--- src/rtl/cic_dec_pkg.sv ---
package cic_dec_pkg;
  // Strobes handed from the sequencing logic to the arithmetic
  typedef struct packed {
    logic integEn;  // accumulate the current sample into its channel
    logic combEn;   // this sample closes an output period for its channel
  } cicStrobe_t;
endpackage

--- src/rtl/cic_dec_ctrl.sv ---
module cic_dec_ctrl
  import cic_dec_pkg::*;
#(
  parameter int NUM_CH     = 4,
  parameter int CH_W       = 2,
  parameter int RATE_W     = 4,
  parameter int RATE_MIN   = 2,
  parameter int RATE_MAX   = 8,
  parameter bit VAR_RATE   = 1'b1,
  parameter int FIXED_RATE = 4
) (
  input  logic              clk,
  input  logic              rst,
  input  logic              inValid,
  input  logic [CH_W-1:0]   inCh,
  input  logic [RATE_W-1:0] rateIn,
  output cicStrobe_t        strobe
);
  logic [RATE_W-1:0] reqRate;
  logic [RATE_W-1:0] activeRate;
  logic [RATE_W-1:0] frameCnt;
  logic              periodStart;
  logic              frameEnd;
  logic              lastFrame;

  generate
    if (VAR_RATE) begin : g_varRate
      always_comb begin
        if (rateIn < RATE_W'(RATE_MIN))      reqRate = RATE_W'(RATE_MIN);
        else if (rateIn > RATE_W'(RATE_MAX)) reqRate = RATE_W'(RATE_MAX);
        else                                 reqRate = rateIn;
      end
    end else begin : g_fixRate
      assign reqRate = RATE_W'(FIXED_RATE);
    end
  endgenerate

  assign periodStart = inValid && (inCh == '0) && (frameCnt == '0);
  assign frameEnd    = inValid && (inCh == CH_W'(NUM_CH - 1));
  assign lastFrame   = (frameCnt == activeRate - RATE_W'(1));

  always_ff @(posedge clk) begin
    if (rst) begin
      activeRate <= RATE_W'(RATE_MIN);
      frameCnt   <= '0;
    end else begin
      if (periodStart) activeRate <= reqRate;
      if (frameEnd)    frameCnt   <= lastFrame ? '0 : frameCnt + RATE_W'(1);
    end
  end

  always_comb begin
    strobe.integEn = inValid;
    strobe.combEn  = inValid && lastFrame;
  end
endmodule

--- src/rtl/cic_dec_datapath.sv ---
module cic_dec_datapath
  import cic_dec_pkg::*;
#(
  parameter int IN_W       = 8,
  parameter int NUM_CH     = 4,
  parameter int CH_W       = 2,
  parameter int STAGES     = 3,
  parameter int DIFF_DELAY = 2,
  parameter int ACC_W      = 20
) (
  input  logic             clk,
  input  logic             rst,
  input  cicStrobe_t       strobe,
  input  logic [CH_W-1:0]  inCh,
  input  logic [IN_W-1:0]  inData,
  output logic             outValid,
  output logic [CH_W-1:0]  outCh,
  output logic [ACC_W-1:0] outData
);
  logic [ACC_W-1:0] xExt;
  logic [ACC_W-1:0] combHead;

  assign xExt = {{(ACC_W-IN_W){inData[IN_W-1]}}, inData};

  // Integrator cascade, state interleaved per channel, wrap-around sums
  for (genvar k = 0; k < STAGES; k++) begin : g_int
    logic [ACC_W-1:0] state [NUM_CH];
    logic [ACC_W-1:0] sum;
    if (k == 0) begin : g_first
      assign sum = xExt + state[inCh];
    end else begin : g_next
      assign sum = g_int[k-1].sum + state[inCh];
    end
    always_ff @(posedge clk) begin
      if (rst) begin
        for (int c = 0; c < NUM_CH; c++) state[c] <= '0;
      end else if (strobe.integEn) begin
        state[inCh] <= sum;
      end
    end
  end

  assign combHead = g_int[STAGES-1].sum;

  // Comb cascade at the output rate, per-channel delay lines
  for (genvar k = 0; k < STAGES; k++) begin : g_comb
    logic [ACC_W-1:0] dly [NUM_CH][DIFF_DELAY];
    logic [ACC_W-1:0] din;
    logic [ACC_W-1:0] dout;
    if (k == 0) begin : g_first
      assign din = combHead;
    end else begin : g_next
      assign din = g_comb[k-1].dout;
    end
    assign dout = din - dly[inCh][DIFF_DELAY-1];
    always_ff @(posedge clk) begin
      if (rst) begin
        for (int c = 0; c < NUM_CH; c++)
          for (int j = 0; j < DIFF_DELAY; j++) dly[c][j] <= '0;
      end else if (strobe.combEn) begin
        dly[inCh][0] <= din;
        for (int j = 1; j < DIFF_DELAY; j++) dly[inCh][j] <= dly[inCh][j-1];
      end
    end
  end

  always_ff @(posedge clk) begin
    if (rst) begin
      outValid <= 1'b0;
      outCh    <= '0;
      outData  <= '0;
    end else begin
      outValid <= strobe.combEn;
      if (strobe.combEn) begin
        outCh   <= inCh;
        outData <= g_comb[STAGES-1].dout;
      end
    end
  end
endmodule

--- src/rtl/cic_decimator.sv ---
module cic_decimator
  import cic_dec_pkg::*;
#(
  parameter int IN_W       = 8,
  parameter int NUM_CH     = 4,
  parameter int STAGES     = 3,
  parameter int DIFF_DELAY = 2,
  parameter int RATE_MIN   = 2,
  parameter int RATE_MAX   = 8,
  parameter bit VAR_RATE   = 1'b1,
  parameter int FIXED_RATE = 4,
  localparam int CH_W      = (NUM_CH > 1) ? $clog2(NUM_CH) : 1,
  localparam int RATE_W    = $clog2(RATE_MAX + 1),
  localparam int ACC_W     = IN_W + STAGES * $clog2(RATE_MAX * DIFF_DELAY)
) (
  input  logic              clk,
  input  logic              rst,
  input  logic              inValid,
  input  logic [CH_W-1:0]   inCh,
  input  logic [IN_W-1:0]   inData,
  input  logic [RATE_W-1:0] rateIn,
  output logic              outValid,
  output logic [CH_W-1:0]   outCh,
  output logic [ACC_W-1:0]  outData
);
  cicStrobe_t strobe;

  cic_dec_ctrl #(
    .NUM_CH(NUM_CH), .CH_W(CH_W), .RATE_W(RATE_W), .RATE_MIN(RATE_MIN),
    .RATE_MAX(RATE_MAX), .VAR_RATE(VAR_RATE), .FIXED_RATE(FIXED_RATE)
  ) u_ctrl (
    .clk(clk), .rst(rst), .inValid(inValid), .inCh(inCh),
    .rateIn(rateIn), .strobe(strobe)
  );

  cic_dec_datapath #(
    .IN_W(IN_W), .NUM_CH(NUM_CH), .CH_W(CH_W), .STAGES(STAGES),
    .DIFF_DELAY(DIFF_DELAY), .ACC_W(ACC_W)
  ) u_dp (
    .clk(clk), .rst(rst), .strobe(strobe), .inCh(inCh), .inData(inData),
    .outValid(outValid), .outCh(outCh), .outData(outData)
  );
endmodule

--- config.mk ---
export PLATFORM = sky130hd
export DESIGN_NAME = cic_decimator
export DESIGN_NICKNAME = d
export VERILOG_FILES = /design/src/rtl/cic_dec_pkg.sv /design/src/rtl/cic_dec_ctrl.sv /design/src/rtl/cic_dec_datapath.sv /design/src/rtl/cic_decimator.sv
export SDC_FILE = /design/constraint.sdc
export NUM_CORES = 1
export LEC_CHECK = 0
export BUFFER_PORTS_ARGS = -buffer_cell sky130_fd_sc_hd__buf_2
export CORE_UTILIZATION = 40
export DETAILED_ROUTE_END_ITERATION = 10
export PLACE_DENSITY = 0.61
export RECOVER_POWER = 100
export SYNTH_ARGS = -nofsm -noshare
export SYNTH_HDL_FRONTEND = slang
export SYNTH_SLANG_ARGS = --single-unit
export TNS_END_PERCENT = 50
--- constraint.sdc ---
create_clock -name clk -period 21.7 [get_ports clk]
set_clock_uncertainty 0.15 [all_clocks]
set_input_delay 2.17 -clock clk [delete_from_list [all_inputs] [get_ports clk]]
set_output_delay 2.17 -clock clk [all_outputs]
set_load 0.02 [all_outputs]
==> results.sh, run 1 <==
export IMPL_hold_ws_ns=0.300
export IMPL_yosys_area_share_adder_pct=4.38
export IMPL_path_buf_inv=9
export IMPL_area_delta_synth_final_pct=9.70
export IMPL_rows=111
export IMPL_drive_gt1_share_pct=11.9
export IMPL_synth_edf_count=720
export IMPL_fmax_mhz=62.8
export IMPL_tightest_slew_ns=4.86
export IMPL_synthCells=2781
export IMPL_drt_total_wl_mm=87.9
export IMPL_grt_use_total_pct=18.8
export IMPL_synth_xor_area_share_pct=2.94
export IMPL_min_path_type="flop to flop"
export IMPL_crit_path_end_kind="flop"
export IMPL_violations="max-capacitance violations, max-slew violations"
export IMPL_period_needed_ns=15.94
export IMPL_hold_viol=0
export IMPL_finalCritPeriodShare_pct=73.4
export IMPL_hold_end="u_dp.outData[15]"
export IMPL_cts_htree_levels=3
export IMPL_synth_seq_cells=751
export IMPL_yosysTopAreaCell="edfxtp_1"
export IMPL_rr_worst_depth=10
export IMPL_cts_tree="yes"
export IMPL_firstDrtPassIters=6
export IMPL_antenna_found_initial=0
export IMPL_antenna_cells=0
export IMPL_start_kind="input port"
export IMPL_whs_path_depth=2
export IMPL_clk_latency_ns=0.63
export IMPL_layout_nets=2927
export IMPL_max_slew_margin_pct=-224
export IMPL_clkSinkCount=751
export IMPL_vias=22500
export IMPL_start_util_pct=40.4
export IMPL_critical_path_top_delay_family="compound AO/OA/AOI/OAI gates"
export IMPL_die_width_um=306
export IMPL_grt_max_degree=108
export IMPL_drv_cap=28
export IMPL_io_buffers=39
export IMPL_synth_distinct_cells=87
export IMPL_slew_viol_final=1550
export IMPL_synth_compound_area_share_pct=4.77
export IMPL_ff2ff_setup_slack_ns=7.69
export IMPL_cts_resized=0
export IMPL_min_from="u_dp.outData[15]"
export IMPL_clockBufferDepth=3
export IMPL_synthArstFlopShare_pct=0
export IMPL_io_pins=40
export IMPL_drc=0
export IMPL_rsz0062_at_grt="false"
export IMPL_routedWlPerCell_um=21.8
export IMPL_ant_nets=0
export IMPL_dieArea_um2=93600
export IMPL_synthMuxAreaShare_pct=11.3
export IMPL_outcome="finished, violations left"
export IMPL_dp_hpwl_mm=48.9
export IMPL_crit_path_max_incr_delay_ns=2.10
export IMPL_grt_pass1_vias=23200
export IMPL_fin_tns_setup_ns=0
export IMPL_ys_top_cells_by_count="edfxtp_1 (720), nor2_1 (521), and3_1 (200)"
export IMPL_synth_top_family_by_area="simple AND/OR/NAND/NOR gates"
export IMPL_arrival_ns=16.33
export IMPL_synthesis_nets=2922
export IMPL_critPathKind="input port to flop"
export IMPL_yosys_most_used_dff="edfxtp_1"
export IMPL_synth_top_area_share_pct=58.5
export IMPL_postCtsSetupBuffers=0
export IMPL_crit_path_max_fanout=53
export IMPL_yosys_top_cells_area="edfxtp_1 (59%), mux4_2 (10%), nor2_1 (5.3%)"
export IMPL_ys_seq_area_share_pct=60.2
export IMPL_gp_congestion=0.818
export IMPL_die_y_um=306
export IMPL_root_buffer="clkbuf_16"
export IMPL_r2r_start="u_ctrl.activeRate[0]"
export IMPL_grt_overflow=0
export IMPL_yosys_area_share_simple_pct=12.9
export IMPL_clkTransAtPathRegs_ns=0.06
export IMPL_core_area_um2=91500
export IMPL_hold_buffers=0
export IMPL_drt_iter0_markers=1982
export IMPL_required_ns=22.09
export IMPL_grt_first_pass_wirelength_mm=135
export IMPL_netlist_area_um2=36900
export IMPL_viasPerCell=5.59
export IMPL_r2r_end="u_dp.g_comb[1].dly[3][21]"
export IMPL_ys_warn_count=0
export IMPL_cts_buffers=76
export IMPL_yosysMostFrequentCell="edfxtp_1"
export IMPL_syn_area_per_cell_um2=13.3
export IMPL_setup_viol=0
export IMPL_critPathSlowestCell="clkbuf_1"
==> state kept, by name, summed over array words and instances, names as in the netlist <==
signal             flops
u_dp.g_comb.dly      480
u_ctrl.activeRate      4
u_dp.outValid          1
u_dp.g_int.state     240
u_ctrl.frameCnt        4
u_dp.outCh             2
u_dp.outData          20
==> cell type report <==
class,count,area [um^2]
Clock inverter,38,315
Clock buffer,100,2060
Inverter,181,679
Multi-Input combinational cell,1697,13400
Fill cell,8159,51000
Timing Repair Buffer,79,373
Sequential cell,751,22200
Tap cell,1186,1480
==> kinds of logic (layout without fill, tap and decap cells) <==
logic type / Yosys count / after routing
AND/OR/NAND/NOR: 1003 / 1003
adder cells (fa/ha/maj): 126 / 126
multiplexers: 187 / 187
flip-flops: 751 / 751
XOR/XNOR: 114 / 114
buffers and inverters: 333 / 398
AO/OA/AOI/OAI: 267 / 267
==> layer usage <==
layer	track usage (%)	wire length [um]	vias to the layer above
met3	2.65	4960	99
met1	25.4	38800	11600
met2	32.0	42600	650
li1	-	-	10200
met4	4.48	1510	0
met5	0	0	-
==> worst reg2reg max path: stages (launching register included) <==
cell and delay (ns):
dfxtp_1 0.40, inv_1 0.07, ha_1 0.30, xnor2_1 0.14
nor4_2 0.24, clkbuf_1 2.76, clkbuf_1 2.72, nand2_1 0.35
nand2b_1 0.55, clkbuf_1 3.06, clkbuf_1 2.77
==> worst max path at each step <==
stage | from | end | slack (ns) | depth (start not counted)
floorplan | inCh[0] | u_dp.outData[19] | 8.66 | 49
global route | inCh[0] | u_dp.outData[19] | 4.27 | 49
global placement | inCh[0] | u_dp.outData[19] | 7.23 | 46
finish | inCh[0] | u_dp.outData[19] | 5.76 | 49
detailed placement | inCh[0] | u_dp.outData[19] | 6.90 | 45
CTS | inCh[0] | u_dp.outData[19] | 7.50 | 45
==> placed cells by master, fill, tap and decap left out, types with 14 or more instances in the layout <==
cell,synthesis,final
a21o_1,29,29
a21oi_1,89,89
and2_0,0,39
and2_1,73,34
and3_1,200,200
buf_2,3,14
clkbuf_1,117,71
clkbuf_16,0,78
clkinv_2,0,15
dfxtp_1,31,31
edfxtp_1,720,720
ha_1,118,118
inv_1,180,180
mux4_2,172,172
nand2_1,76,74
nand2b_1,26,21
nand3_1,17,17
nor2_1,521,519
nor2b_1,14,14
nor3_1,29,29
o21ai_0,41,44
xnor2_1,64,64
xor2_1,43,43
==> through the flow <==
stage	utilization (%)	cells	setup WS [ns]	instance area, um^2
6_report	44.3	4032	5.76	40500
2_1_floorplan	-	2781	8.66	36900
5_1_grt	44.3	4032	4.27	40500
3_3_place_gp	42.0	3894	7.23	38400
4_1_cts	44.6	4032	7.50	40800
3_5_place_dp	42.0	3894	6.90	38400
Power of run 1 is not shown: default switching activity piles up to over one toggle a cycle in this logic, so the estimate is an artifact.
==> run 2: changes to the inputs <==
--- a/config.mk
+++ b/config.mk
@@ -5,10 +5,11 @@
 export SDC_FILE = /design/constraint.sdc
 export NUM_CORES = 1
 export LEC_CHECK = 0
+export ABC_AREA = 1
 export BUFFER_PORTS_ARGS = -buffer_cell sky130_fd_sc_hd__buf_2
 export CORE_UTILIZATION = 40
 export DETAILED_ROUTE_END_ITERATION = 10
-export PLACE_DENSITY = 0.61
+export PLACE_DENSITY = 0.63
 export RECOVER_POWER = 100
 export SYNTH_ARGS = -nofsm -noshare
 export SYNTH_HDL_FRONTEND = slang
==> constraint.sdc (replaced) <==
create_clock -name clk -period 13.8 [get_ports clk]
set_clock_uncertainty 0.15 [all_clocks]
set_input_delay 1.38 -clock clk [delete_from_list [all_inputs] [get_ports clk]]
set_output_delay 1.38 -clock clk [all_outputs]
set_load 0.02 [all_outputs]
==> run 2 against run 1 <==
Net effect:
- the run still ends with max-capacitance violations, max-slew violations left
- global-route usage increased by 1.5 points
- via count increased by 9.1%
- final cell count increased by 10%
- largest cell class unchanged
==> results.sh, run 2 <==
export IMPL_outcome="finished, violations left"
export IMPL_violations="max-capacitance violations, max-slew violations"
export IMPL_firstDrtPassIters=5
export IMPL_drc=0
export IMPL_antenna_found_initial=0
export IMPL_regMostFlops="u_dp.g_comb.dly"
export IMPL_start_kind="input port"
export IMPL_synthCells=3236
export IMPL_yosysMostFrequentCell="nor2_1"
export IMPL_grt_max_degree=94
export IMPL_cts_resized=0
export IMPL_postCtsSetupBuffers=0
export IMPL_netlist_area_um2=35600
export IMPL_io_pins=40
export IMPL_yosys_most_used_dff="edfxtp_1"
export IMPL_clkTransAtPathRegs_ns=0.06
export IMPL_core_area_um2=88200
export IMPL_area_delta_synth_final_pct=10.1
export IMPL_die_width_um=300
export IMPL_required_ns=13.94
export IMPL_grt_first_pass_wirelength_mm=142
export IMPL_start_util_pct=40.3
export IMPL_io_buffers=39
export IMPL_vias=24600
export IMPL_cts_buffers=77
export IMPL_max_slew_margin_pct=-210
export IMPL_drive_gt1_share_pct=5.26
export IMPL_synthesis_nets=3377
export IMPL_synthArstFlopShare_pct=0
export IMPL_setup_viol=0
export IMPL_antenna_cells=0
export IMPL_yosys_top_cells_area="edfxtp_1 (61%), nor2_1 (8.1%), ha_1 (4.1%)"
export IMPL_grt_overflow=0
export IMPL_period_needed_ns=11.78
export IMPL_critPathSlowestCell="clkbuf_1"
export IMPL_hold_buffers=0
export IMPL_critical_path_top_delay_family="simple AND/OR/NAND/NOR gates"
export IMPL_final_cell_mix="nor2_1 (771), edfxtp_1 (720), nand2_1 (332)"
export IMPL_drv_cap=29
export IMPL_cts_htree_levels=3
export IMPL_grt_use_total_pct=20.3
export IMPL_ys_warn_count=0
export IMPL_critPathKind="input port to flop"
export IMPL_root_buffer="clkbuf_16"
export IMPL_fill_cells=8245
export IMPL_fin_tns_setup_ns=0
export IMPL_crit_path_max_fanout=27
export IMPL_rows=109
export IMPL_grt_pass1_vias=24600
export IMPL_crit_path_max_incr_delay_ns=1.25
export IMPL_min_path_type="flop to flop"
export IMPL_layout_nets=3373
export IMPL_ys_top_cells_by_count="nor2_1 (771), edfxtp_1 (720), nand2_1 (320)"
export IMPL_drt_iter0_markers=1961
export IMPL_viasPerCell=5.52
export IMPL_synth_seq_cells=751
export IMPL_yosysTopAreaCell="edfxtp_1"
export IMPL_slew_viol_final=1440
export IMPL_die_y_um=300
export IMPL_layout_commonest_cell="nor2_1"
export IMPL_routedWlPerCell_um=20.6
export IMPL_gp_congestion=0.847
export IMPL_hold_viol=0
export IMPL_clkSinkCount=751
export IMPL_reg_top3="u_dp.g_comb.dly: 480 flops, u_dp.g_int.state: 240 flops, u_dp.outData: 20 flops"
export IMPL_clockBufferDepth=3
export IMPL_dieArea_um2=90200
export IMPL_largest_reg_flops=480
export IMPL_ys_seq_area_share_pct=62.5
export IMPL_clk_latency_ns=0.63
export IMPL_synth_edf_count=720
export IMPL_syn_area_per_cell_um2=11.0
export IMPL_cp_common_cell="inv_1"
export IMPL_crit_path_end_kind="flop"
export IMPL_drt_total_wl_mm=91.7
export IMPL_rsz0062_at_grt="false"
export IMPL_path_buf_inv=9
export IMPL_tightest_slew_ns=4.66
export IMPL_fmax_mhz=84.9
export IMPL_synth_top_area_share_pct=60.7
export IMPL_arrival_ns=11.93
export IMPL_dp_hpwl_mm=52.5
export IMPL_synth_distinct_cells=54
export IMPL_ant_nets=0
export IMPL_finalCritPeriodShare_pct=85.4
export IMPL_cts_tree="yes"
==> run 2: cell types whose count changed after synthesis, moves of 44 or more <==
cell	delta
nand2_1	+244
nor2_1	+250
a221oi_1	+109
a22oi_1	+106
and2_1	-65
nand3_1	+73
a22o_1	+110
and3_1	-198
inv_1	+71
xnor2_1	-44
mux4_2	-172
==> run 2: per-layer routing <==
| layer | GRT usage [%] | vias up | routed length, um | part of all wire, % |
|---|---|---|---|---|
| met1 | 26.6 | 12100 | 39200 | 43 |
| li1 | - | 11500 | - | - |
| met5 | 0 | - | 0 | 0 |
| met4 | 7.18 | 0 | 2910 | 3.2 |
| met2 | 34.5 | 877 | 43900 | 48 |
| met3 | 2.88 | 158 | 5730 | 6.2 |
==> run 2: tightest hold or removal path, stage by stage, from the launching register on <==
cell and delay (ns):
dfxtp_1 0.32, inv_1 0.06, a211oi_1 0.06
==> run 2: worst paths after layout <==
kind              cells after the start                        end  slack (ns)                 startpoint
setup / recovery                     42  u_dp.g_comb[2].dly[0][39]        2.02                    inCh[1]
hold / removal                        2       u_ctrl.activeRate[3]        0.33       u_ctrl.activeRate[3]
setup reg to reg                     46  u_dp.g_comb[2].dly[0][39]        4.05  u_dp.g_int[0].state[0][0]
hold reg to reg                       2       u_ctrl.activeRate[3]        0.33       u_ctrl.activeRate[3]
==> run 2: layout make-up <==
class                           count  area, um^2  share of cell area, %
Tap cell                         1165        1460                   3.72
Timing Repair Buffer               79         408                   1.04
Clock inverter                     21         150                  0.383
Sequential cell                   751       22200                   56.7
Inverter                          257         975                   2.49
Clock buffer                      115        2260                   5.76
Multi-Input combinational cell   2066       11700                   29.9
==> run 2: cells by family after synthesis <==
| group | after synthesis | synth area share (%) |
|---|---|---|
| AOI/OAI and AO/OA | 568 | 11.5 |
| xor gates and xnor gates | 96 | 2.36 |
| adders and majority gates | 124 | 4.49 |
| buffers and inverters | 419 | 4.45 |
| DFF | 751 | 62.5 |
| and+or+nand+nor | 1278 | 14.7 |
==> run 2: through the flow <==
stage	utilization [%]	setup slack, ns	hold slack [ns]	cells	area [um^2]
after floorplan	-	2.68	0.294	3236	35600
after global placement	42.0	2.62	0.326	4318	37100
after detailed placement	42.0	2.54	0.331	4318	37100
after CTS	44.7	3.16	0.340	4454	39500
after global routing	44.4	0.959	0.354	4454	39200
final	44.4	2.02	0.330	4454	39200
Power of run 2 is left out for the same reason.
